`src/rtl/blpwm_pkg.sv`:
```
package blpwm_pkg;

    // Sequencer states of the backlight PWM generator
    typedef enum logic [1:0] {
        ST_IDLE = 2'd0,
        ST_HIGH = 2'd1,
        ST_LOW  = 2'd2
    } blpwm_state_e;

endpackage

```
`src/rtl/blpwm_prescale.sv`:
```
module blpwm_prescale #(
    parameter int DIV_A = 128,
    parameter int DIV_B = 16
) (
    input  logic clk,
    input  logic rst_n,
    input  logic en,
    input  logic sel_b,
    output logic tick
);
    localparam int DMAX = (DIV_A > DIV_B) ? DIV_A : DIV_B;
    localparam int CW   = (DMAX > 1) ? $clog2(DMAX) : 1;
    localparam logic [CW-1:0] LIM_A = CW'(DIV_A - 1);
    localparam logic [CW-1:0] LIM_B = CW'(DIV_B - 1);

    logic [CW-1:0] cnt_q;
    logic [CW-1:0] limit;

    // Ratio select: a single constant when both sources divide alike
    generate
        if (DIV_A == DIV_B) begin : g_one_ratio
            assign limit = LIM_A;
        end else begin : g_two_ratio
            assign limit = sel_b ? LIM_B : LIM_A;
        end
    endgenerate

    assign tick = en && (cnt_q == limit);

    always_ff @(posedge clk or negedge rst_n) begin
        if (!rst_n) begin
            cnt_q <= '0;
        end else if (!en || tick) begin
            cnt_q <= '0;
        end else begin
            cnt_q <= cnt_q + CW'(1);
        end
    end

    // the divider never runs past the selected ratio
    p_cnt_bound_r4: assert property (@(posedge clk) disable iff (!rst_n)
        cnt_q <= limit);

    // an idle prescaler restarts from zero
    p_idle_clear_r4: assert property (@(posedge clk) disable iff (!rst_n)
        !en |=> cnt_q == '0);

    generate
        if (DIV_A > 1 && DIV_B > 1) begin : g_gap_chk
            // events are separated by at least one clock
            p_tick_gap_r4: assert property (@(posedge clk) disable iff (!rst_n)
                tick |=> !tick);
        end
    endgenerate

endmodule

```
`src/rtl/blpwm_regs.sv`:
```
module blpwm_regs #(
    parameter int PW = 16,
    parameter int DW = 16
) (
    input  logic          clk,
    input  logic          rst_n,
    input  logic          wr_en,
    input  logic [PW+DW-1:0] wr_data,
    input  logic          src_sel,
    input  logic          load,
    output logic [PW+DW-1:0] rd_data,
    output logic [PW-1:0] pend_period,
    output logic [DW-1:0] pend_duty,
    output logic [PW-1:0] act_period,
    output logic [DW-1:0] act_duty,
    output logic          act_lp
);
    localparam int WW = PW + DW;

    logic [WW-1:0] word_q;
    logic [PW-1:0] per_q;
    logic [DW-1:0] dut_q;
    logic          lp_q;

    // Software-visible word: always the latest write
    always_ff @(posedge clk or negedge rst_n) begin
        if (!rst_n) begin
            word_q <= '0;
        end else if (wr_en) begin
            word_q <= wr_data;
        end
    end

    assign rd_data     = word_q;
    assign pend_period = word_q[WW-1:DW];
    assign pend_duty   = word_q[DW-1:0];

    // Active copy: refreshed only when the sequencer asks
    always_ff @(posedge clk or negedge rst_n) begin
        if (!rst_n) begin
            per_q <= '0;
            dut_q <= '0;
            lp_q  <= 1'b0;
        end else if (load) begin
            per_q <= pend_period;
            dut_q <= pend_duty;
            lp_q  <= src_sel;
        end
    end

    assign act_period = per_q;
    assign act_duty   = dut_q;
    assign act_lp     = lp_q;

    // a write is visible on the read port one edge later
    p_rdata_r2: assert property (@(posedge clk) disable iff (!rst_n)
        wr_en |=> rd_data == $past(wr_data));

    // the active setting moves only on a load request
    p_shadow_hold_r8: assert property (@(posedge clk) disable iff (!rst_n)
        !load |=> ($stable(act_period) && $stable(act_duty) && $stable(act_lp)));

endmodule

```
`src/rtl/blpwm_seq.sv`:
```
module blpwm_seq
    import blpwm_pkg::*;
#(
    parameter int PW = 16,
    parameter int DW = 16
) (
    input  logic          clk,
    input  logic          rst_n,
    input  logic          tick,
    input  logic [PW-1:0] pend_period,
    input  logic [DW-1:0] pend_duty,
    input  logic [PW-1:0] act_period,
    input  logic [DW-1:0] act_duty,
    output logic          load,
    output logic          run,
    output logic          pwm_out
);
    localparam int CW = ((PW > DW) ? PW : DW) + 1;

    blpwm_state_e  state_q, state_d;
    logic [PW-1:0] ev_q, ev_d;
    logic [CW-1:0] ev_next;
    logic          last_ev;
    logic          boundary;
    logic          duty_hit;

    assign ev_next  = CW'(ev_q) + CW'(1);
    assign last_ev  = (ev_next == CW'(act_period));
    assign duty_hit = (ev_next == CW'(act_duty));
    assign run      = (state_q != ST_IDLE);
    assign boundary = run && tick && last_ev;
    assign load     = !run || boundary;

    // Next-state and event counter logic
    always_comb begin
        state_d = state_q;
        ev_d    = ev_q;
        if (load) begin
            ev_d = '0;
            if (pend_period == '0) begin
                state_d = ST_IDLE;
            end else if (pend_duty == '0) begin
                state_d = ST_LOW;
            end else begin
                state_d = ST_HIGH;
            end
        end else if (tick) begin
            ev_d = ev_q + PW'(1);
            unique case (state_q)
                ST_HIGH: if (duty_hit) state_d = ST_LOW;
                ST_LOW:  state_d = ST_LOW;
                default: state_d = ST_IDLE;
            endcase
        end
    end

    // State register
    always_ff @(posedge clk or negedge rst_n) begin
        if (!rst_n) begin
            state_q <= ST_IDLE;
            ev_q    <= '0;
        end else begin
            state_q <= state_d;
            ev_q    <= ev_d;
        end
    end

    // Output decode
    always_comb begin
        unique case (state_q)
            ST_HIGH: pwm_out = 1'b1;
            ST_LOW:  pwm_out = 1'b0;
            default: pwm_out = 1'b0;
        endcase
    end

    // the event count stays inside the active period
    p_ev_bound_r3: assert property (@(posedge clk) disable iff (!rst_n)
        run |-> CW'(ev_q) < CW'(act_period));

    // zero duty never drives the output high
    p_duty0_low_r5: assert property (@(posedge clk) disable iff (!rst_n)
        (run && act_duty == '0) |-> !pwm_out);

    // duty at or above the period holds the output high
    p_full_on_r6: assert property (@(posedge clk) disable iff (!rst_n)
        (act_period != '0 && CW'(act_duty) >= CW'(act_period)) |-> pwm_out);

    // a zero active period keeps the output low and the counter idle
    p_idle_low_r9: assert property (@(posedge clk) disable iff (!rst_n)
        (act_period == '0) |-> (!pwm_out && !tick));

endmodule

```
`src/rtl/blpwm_backlight.sv`:
```
module blpwm_backlight #(
    parameter int PERIOD_W = 16,
    parameter int DUTY_W   = 16,
    parameter int CORE_DIV = 128,
    parameter int LP_DIV   = 16
) (
    input  logic                       clk,
    input  logic                       rst_n,
    input  logic                       lp_clk_mode,
    input  logic                       cfg_we,
    input  logic [PERIOD_W+DUTY_W-1:0] cfg_wdata,
    output logic [PERIOD_W+DUTY_W-1:0] cfg_rdata,
    output logic                       bl_pwm
);
    logic [PERIOD_W-1:0] pend_period, act_period;
    logic [DUTY_W-1:0]   pend_duty, act_duty;
    logic                act_lp;
    logic                load;
    logic                run;
    logic                tick;

    blpwm_regs #(.PW(PERIOD_W), .DW(DUTY_W)) u_regs (
        .clk         (clk),
        .rst_n       (rst_n),
        .wr_en       (cfg_we),
        .wr_data     (cfg_wdata),
        .src_sel     (lp_clk_mode),
        .load        (load),
        .rd_data     (cfg_rdata),
        .pend_period (pend_period),
        .pend_duty   (pend_duty),
        .act_period  (act_period),
        .act_duty    (act_duty),
        .act_lp      (act_lp)
    );

    blpwm_prescale #(.DIV_A(CORE_DIV), .DIV_B(LP_DIV)) u_pre (
        .clk   (clk),
        .rst_n (rst_n),
        .en    (run),
        .sel_b (act_lp),
        .tick  (tick)
    );

    blpwm_seq #(.PW(PERIOD_W), .DW(DUTY_W)) u_seq (
        .clk         (clk),
        .rst_n       (rst_n),
        .tick        (tick),
        .pend_period (pend_period),
        .pend_duty   (pend_duty),
        .act_period  (act_period),
        .act_duty    (act_duty),
        .load        (load),
        .run         (run),
        .pwm_out     (bl_pwm)
    );

endmodule

```
`config.mk`:
```
export PLATFORM = sky130hd
export DESIGN_NAME = blpwm_backlight
export DESIGN_NICKNAME = d
export VERILOG_FILES = /design/src/rtl/blpwm_pkg.sv /design/src/rtl/blpwm_prescale.sv /design/src/rtl/blpwm_regs.sv /design/src/rtl/blpwm_seq.sv /design/src/rtl/blpwm_backlight.sv
export SDC_FILE = /design/constraint.sdc
export NUM_CORES = 1
export LEC_CHECK = 0
export BUFFER_PORTS_ARGS = -buffer_cell sky130_fd_sc_hd__buf_2
export CORE_ASPECT_RATIO = 1.1
export CORE_MARGIN = 5
export CORE_UTILIZATION = 29
export CTS_CLUSTER_SIZE = 30
export DETAILED_ROUTE_END_ITERATION = 8
export GPL_ROUTABILITY_DRIVEN = 1
export GPL_TIMING_DRIVEN = 0
export HOLD_SLACK_MARGIN = 0.02
export PLACE_DENSITY = 0.5
export SETUP_SLACK_MARGIN = 0.3
export SLEW_MARGIN = 20
export SYNTH_ARGS = -nofsm -noshare
export SYNTH_HDL_FRONTEND = slang
export SYNTH_SLANG_ARGS = --single-unit
```
`constraint.sdc`:
```
create_clock -name clk -period 4.9 [get_ports clk]
set_input_delay 0.49 -clock clk [delete_from_list [all_inputs] [get_ports clk]]
set_output_delay 0.49 -clock clk [all_outputs]
set_load 0.005 [all_outputs]
```
## Word level (Yosys, flattened, before mapping)

Index checks and enable logic that the tools add are counted.

| word-level totals | value |
|---|---|
| register bits | 90 |
| input port bits | 36 |

| cells by class | value |
|---|---|
| add/subtract/negate cells | 3 |
| multiplexer cells | 11 |
| eq/ne operators | 6 |
| reductions and logical operators | 11 |

Operators by type and width:

| operator | number |
|---|---|
| 17-bit by 16-bit == test with 1-bit output | 2 |
| 16-bit logical NOT | 2 |
| 16-bit two-way mux | 2 |
| 16-bit by 1-bit adder with 17-bit output (second input constant) | 1 |
| 16-bit by 1-bit adder with 16-bit output (second input constant) | 1 |
| 7-bit two-way mux | 2 |
| 2-bit two-way mux | 5 |
| 7-bit by 1-bit adder with 7-bit output (second input constant) | 1 |
| 7-bit == test | 1 |
| 2-bit one-hot mux with 2 select lines | 1 |
| 2-bit nonzero test | 2 |
| 1-bit logical AND | 3 |
| 3-bit by 2-bit inequality test with 1-bit output (second input constant) | 1 |
| 2-bit by 1-bit == test with 1-bit output (second input constant) | 1 |
| 2-bit == test (second input constant) | 1 |
| 1-bit logical OR | 2 |
| 2-bit AND reduction | 1 |
| 1-bit logical NOT | 1 |
| 1-bit two-way mux | 1 |

## Depth between registers and ports, before layout

| logic depth | value |
|---|---|
| depth after elaboration | 8 |
| mapped depth | 11 |
| gate-level depth less buffers | 9 |

## Cells and area by module

From an unflattened synthesis, not the netlist that was laid out.

| second synthesis, totals | value |
|---|---|
| cell total of the unflattened synthesis | 452 |
| area total of the unflattened synthesis | 5,383.9 um^2 |

Modules (own cells, without submodules):

| module | area each (um^2) | cells an instance | instances |
|---|---|---|---|
| blpwm_regs | 2,940.3 | 170 | 1 |
| blpwm_seq | 2,093.3 | 250 | 1 |
| blpwm_prescale | 350.3 | 32 | 1 |

## Worst setup path after synthesis

OpenSTA, ideal clock, no wires.

| path | value |
|---|---|
| path kind | flip-flop to flip-flop |
| from | register u_seq.ev_q[1] |
| to | register u_seq.ev_q[0] |
| arrival | 2,813 ps |
| period minus slack after synthesis | 2,937 ps |
| path slack | 1,963 ps |
| library setup time | 125 ps |
| cell stages (with the launch flop) | 12 |
| path buffers | 2 |
| path through | dfrtp_1 -> ha_1 -> and3_1 -> buf_2 -> and3_4 -> xnor3_1 -> or4_1 -> nor4b_2 -> a21oi_1 -> and2_1 -> buf_6 -> mux2_2 |

| between the ends | value |
|---|---|
| cells in the longest elaborated chain, start to end | 5 |

Ends and longest elaborated chain:

| element | line | RTL |
|---|---|---|
| from (decl) | blpwm_seq.sv:21 | `logic [PW-1:0] ev_q, ev_d;` |
| from (signal assigned) | blpwm_seq.sv:64 | `ev_q <= ev_d;` |
| 16-bit by 1-bit adder with 17-bit output * | blpwm_seq.sv:27 | `assign ev_next = CW'(ev_q) + CW'(1);` |
| 17-bit by 16-bit == test with 1-bit output * | blpwm_seq.sv:28 | `assign last_ev = (ev_next == CW'(act_period));` |
| 1-bit logical AND * | blpwm_seq.sv:31 | `assign boundary = run && tick && last_ev;` |
| 1-bit logical OR * | blpwm_seq.sv:32 | `assign load = !run \|\| boundary;` |
| 16-bit two-way mux or 2-bit nonzero test (tied branches) | n/a |  |

Every way passes the cells marked *; elsewhere a longest branch is shown, timed or not.
A chain may end at the register's enable or synchronous reset.

## Worst setup path in the final report

| path | value |
|---|---|
| from | register u_seq.ev_q[1] |
| to | register u_seq.ev_q[13] |

| between the ends | value |
|---|---|
| cells in the longest elaborated chain, start to end | 5 |

Ends and longest elaborated chain:

| element | line |
|---|---|
| 16-bit by 1-bit adder with 17-bit output | blpwm_seq.sv:27 |
| 17-bit by 16-bit == test with 1-bit output | blpwm_seq.sv:28 |
| 1-bit logical AND | blpwm_seq.sv:31 |
| 1-bit logical OR | blpwm_seq.sv:32 |
| 16-bit two-way mux or 2-bit nonzero test (tied branches) | n/a |

Parallel ways exist; a longest one is shown, timed or not. The select of a mux whose other input is x is not followed.

==> run metrics <==
status=complete, no violations; row count=49; Ys Warns=0; Initial Util=0.293; routed length on met3=447 um; DRT Pass-1 Iters=4; Synth async-reset ratio=1.00; CTS tree=done; n_diodes=0; slew margin rel.=0.564; layout cells sized above 1=0.339; clk sink count=90; Netlist cell types=58; Finished Core Util=0.350; largest net degree at the start of global routing=65; leak pwr=2.41 nW; Slew @ Worst Pin=0.637 ns; max frequency=273 MHz; Tmin final=3.66 ns; first-pass GRT wire length=20.9 mm; vias per cell=5.03; clk buf depth=2; Critical Path Start Type=flop; initial antenna violation count=0; CP required=5.13 ns; worst hold path type=input port to flop; period utilization=0.747; via count=3,600; clk_skew=0.00855 ns; Max Cap Viol=0; Max Slew Vio Count=0; syn nets=466; Setup crit end kind=flop; WL met1=5.73 mm; H-Tree Depth=3; drt wl/cell=18.5 um; Post-Syn Area=4770 um^2; syn avg cell area=11.2 um^2; Fillers=1,651; cts bufs inserted=9; DP Wirelength=10.0 mm; met2 routed WL=6.71 mm; GR Util All Layers=0.141; number of global-route vias before repair=3,627; remaining antenna violation count=0; RSZ-0062 raised after global routing=false; Die Span Y=144 um; cell count after synthesis=426; r2r setup slk=1.24 ns; clk root buf=clkbuf_16; final hold viol count=0; commonest non-fill, non-tap cells in the layout=dfrtp_1, buf_2, mux2_2, xnor2_1, nor2_1; total negative slack=0 ns; die area=19,100 um^2; PwrDens=505 nW/um^2; critical path class=flop to flop; Area Overhead vs Synth=19.2%; GP Congestion=0.906; die width=132 um; I/O Buffers=67; count of nets after finishing=546; Seq cells post-synth=90; Setup violations, final=0; commonest non-fill, non-tap cell in the layout=dfrtp_1; VDD IR max=0.000189 V; max layer used=met4; IO Count=69; Core ar.=16,200 um^2; Synth Flop Type=dfrtp_1; clock latency on the worst-skew pair=0.34 ns; post-CTS resize count=0; clk slew on worst S/H paths=0.07 ns; DR DRC count=0; final wirelength=13.2 mm; DRT iter0 DRCs=184; sequential share of the synthesized area=0.472; worst-path maximum fanout=10; WP data arrival=3.89 ns; GRT Residual Overflow=0; Post-synth EDFFs=0
-- layer usage --
metal,GRT usage,vias up
li1,-,1712
met1,0.174,1782
met2,0.249,80
met3,0.0191,26
met4,0.0568,0
met5,0,-
-- final timing paths --
kind,from,endpoint,cells after the start
max,u_seq.ev_q[1]$_DFFE_PN0P_,u_seq.ev_q[13]$_DFFE_PN0P_,10
min,cfg_wdata[4],u_regs.rd_data[4]$_DFFE_PN0P_,2
max reg2reg,u_seq.ev_q[1]$_DFFE_PN0P_,u_seq.ev_q[13]$_DFFE_PN0P_,10
min reg2reg,u_pre.cnt_q[0]$_DFF_PN0_,u_pre.cnt_q[0]$_DFF_PN0_,1
max in group asynchronous,rst_n,u_seq.ev_q[9]$_DFFE_PN0P_,3
min in group asynchronous,rst_n,u_regs.rd_data[9]$_DFFE_PN0P_,2
-- flip-flops by register name (all words and copies together) (netlist names) --
name               count
u_regs.act_period     16
u_regs.act_lp          1
u_seq.state_q          2
u_pre.cnt_q            7
u_regs.rd_data        32
u_seq.ev_q            16
u_regs.act_duty       16
-- critical path: stages (launching register included) --
cell,delay [ns]
dfrtp_1,0.43
ha_1,0.28
nand3_1,0.33
nor4_4,0.52
o2111ai_1,0.20
or4_1,0.46
nor4b_2,0.37
a21oi_1,0.23
clkbuf_1,0.39
a21oi_1,0.25
o2bb2ai_1,0.09
-- kinds of logic after synthesis --
| kind of cell | synth area share |
|---|---|
| adders and majority gates | 0.0105 |
| and+or+nand+nor | 0.142 |
| muxes | 0.156 |
| xor gates and xnor gates | 0.0811 |
| AOI/OAI and AO/OA | 0.0947 |
| DFF | 0.472 |
| buffers and inverters | 0.0436 |
-- cells in the mapped netlist (2+ instances only) --
master,instances,area share
nor2b_1,3,0.0039
nand2_1,16,0.013
o21a_1,3,0.0047
a22o_1,2,0.0037
nor3b_1,2,0.0031
nor2_1,23,0.018
nand2b_1,3,0.0039
and4_1,2,0.0037
a21oi_1,16,0.017
a31oi_1,2,0.0026
and3_1,8,0.010
ha_1,4,0.010
nor4_1,13,0.017
o22ai_1,2,0.0026
a2111oi_0,2,0.0037
o221ai_1,2,0.0037
dfrtp_1,90,0.47
nor3_1,2,0.0021
and2_1,3,0.0039
xnor3_1,2,0.0094
o32ai_1,2,0.0037
mux2_2,66,0.16
o21ai_0,10,0.010
a21o_1,3,0.0047
or4_1,5,0.0079
o211ai_1,3,0.0047
o2bb2ai_1,7,0.013
or3_1,3,0.0039
buf_2,10,0.010
clkbuf_1,11,0.0087
inv_1,15,0.012
xnor2_1,27,0.050
nand3_1,12,0.013
nand4_1,10,0.013
or4b_2,2,0.0042
buf_4,5,0.0079
buf_1,3,0.0024
xor2_1,12,0.022
-- where the power goes --
| group | internal (mW) | switching, mW | total (mW) |
|---|---|---|---|
| clock | 0.360 | 0.302 | 0.662 |
| sequential | 0.957 | 0.205 | 1.16 |
| combinational | 0.537 | 0.506 | 1.04 |
-- layout make-up --
class	count	area, um^2	share of cell area
Buffer	30	151	0.0266
Timing Repair Buffer	69	379	0.0667
Clock inverter	5	37.5	0.00661
Sequential cell	90	2250	0.396
Multi-Input combinational cell	291	2310	0.406
Tap cell	204	255	0.0449
Clock buffer	11	243	0.0427
Inverter	15	56.3	0.00991
-- timing repair --
item / CTS / global route
setup buffers: 0 / 0
hold endpoints to repair: 19 / 0
hold buffers: 1 / 0
-- per-stage QoR --
stage	power (mW)	cells	hold slack (ns)	setup slack, ns	cell area [um^2]
4_1_cts	2.91	715	0.357	1.24	5680
6_report	2.87	715	0.370	1.24	5680
2_1_floorplan	1.89	426	0.194	1.96	4770
3_5_place_dp	2.23	698	0.380	1.27	5390
3_3_place_gp	2.21	697	0.442	1.30	5360
5_1_grt	3.05	715	0.366	1.08	5680
No activity file was read; power rests on OpenSTA's default activity.
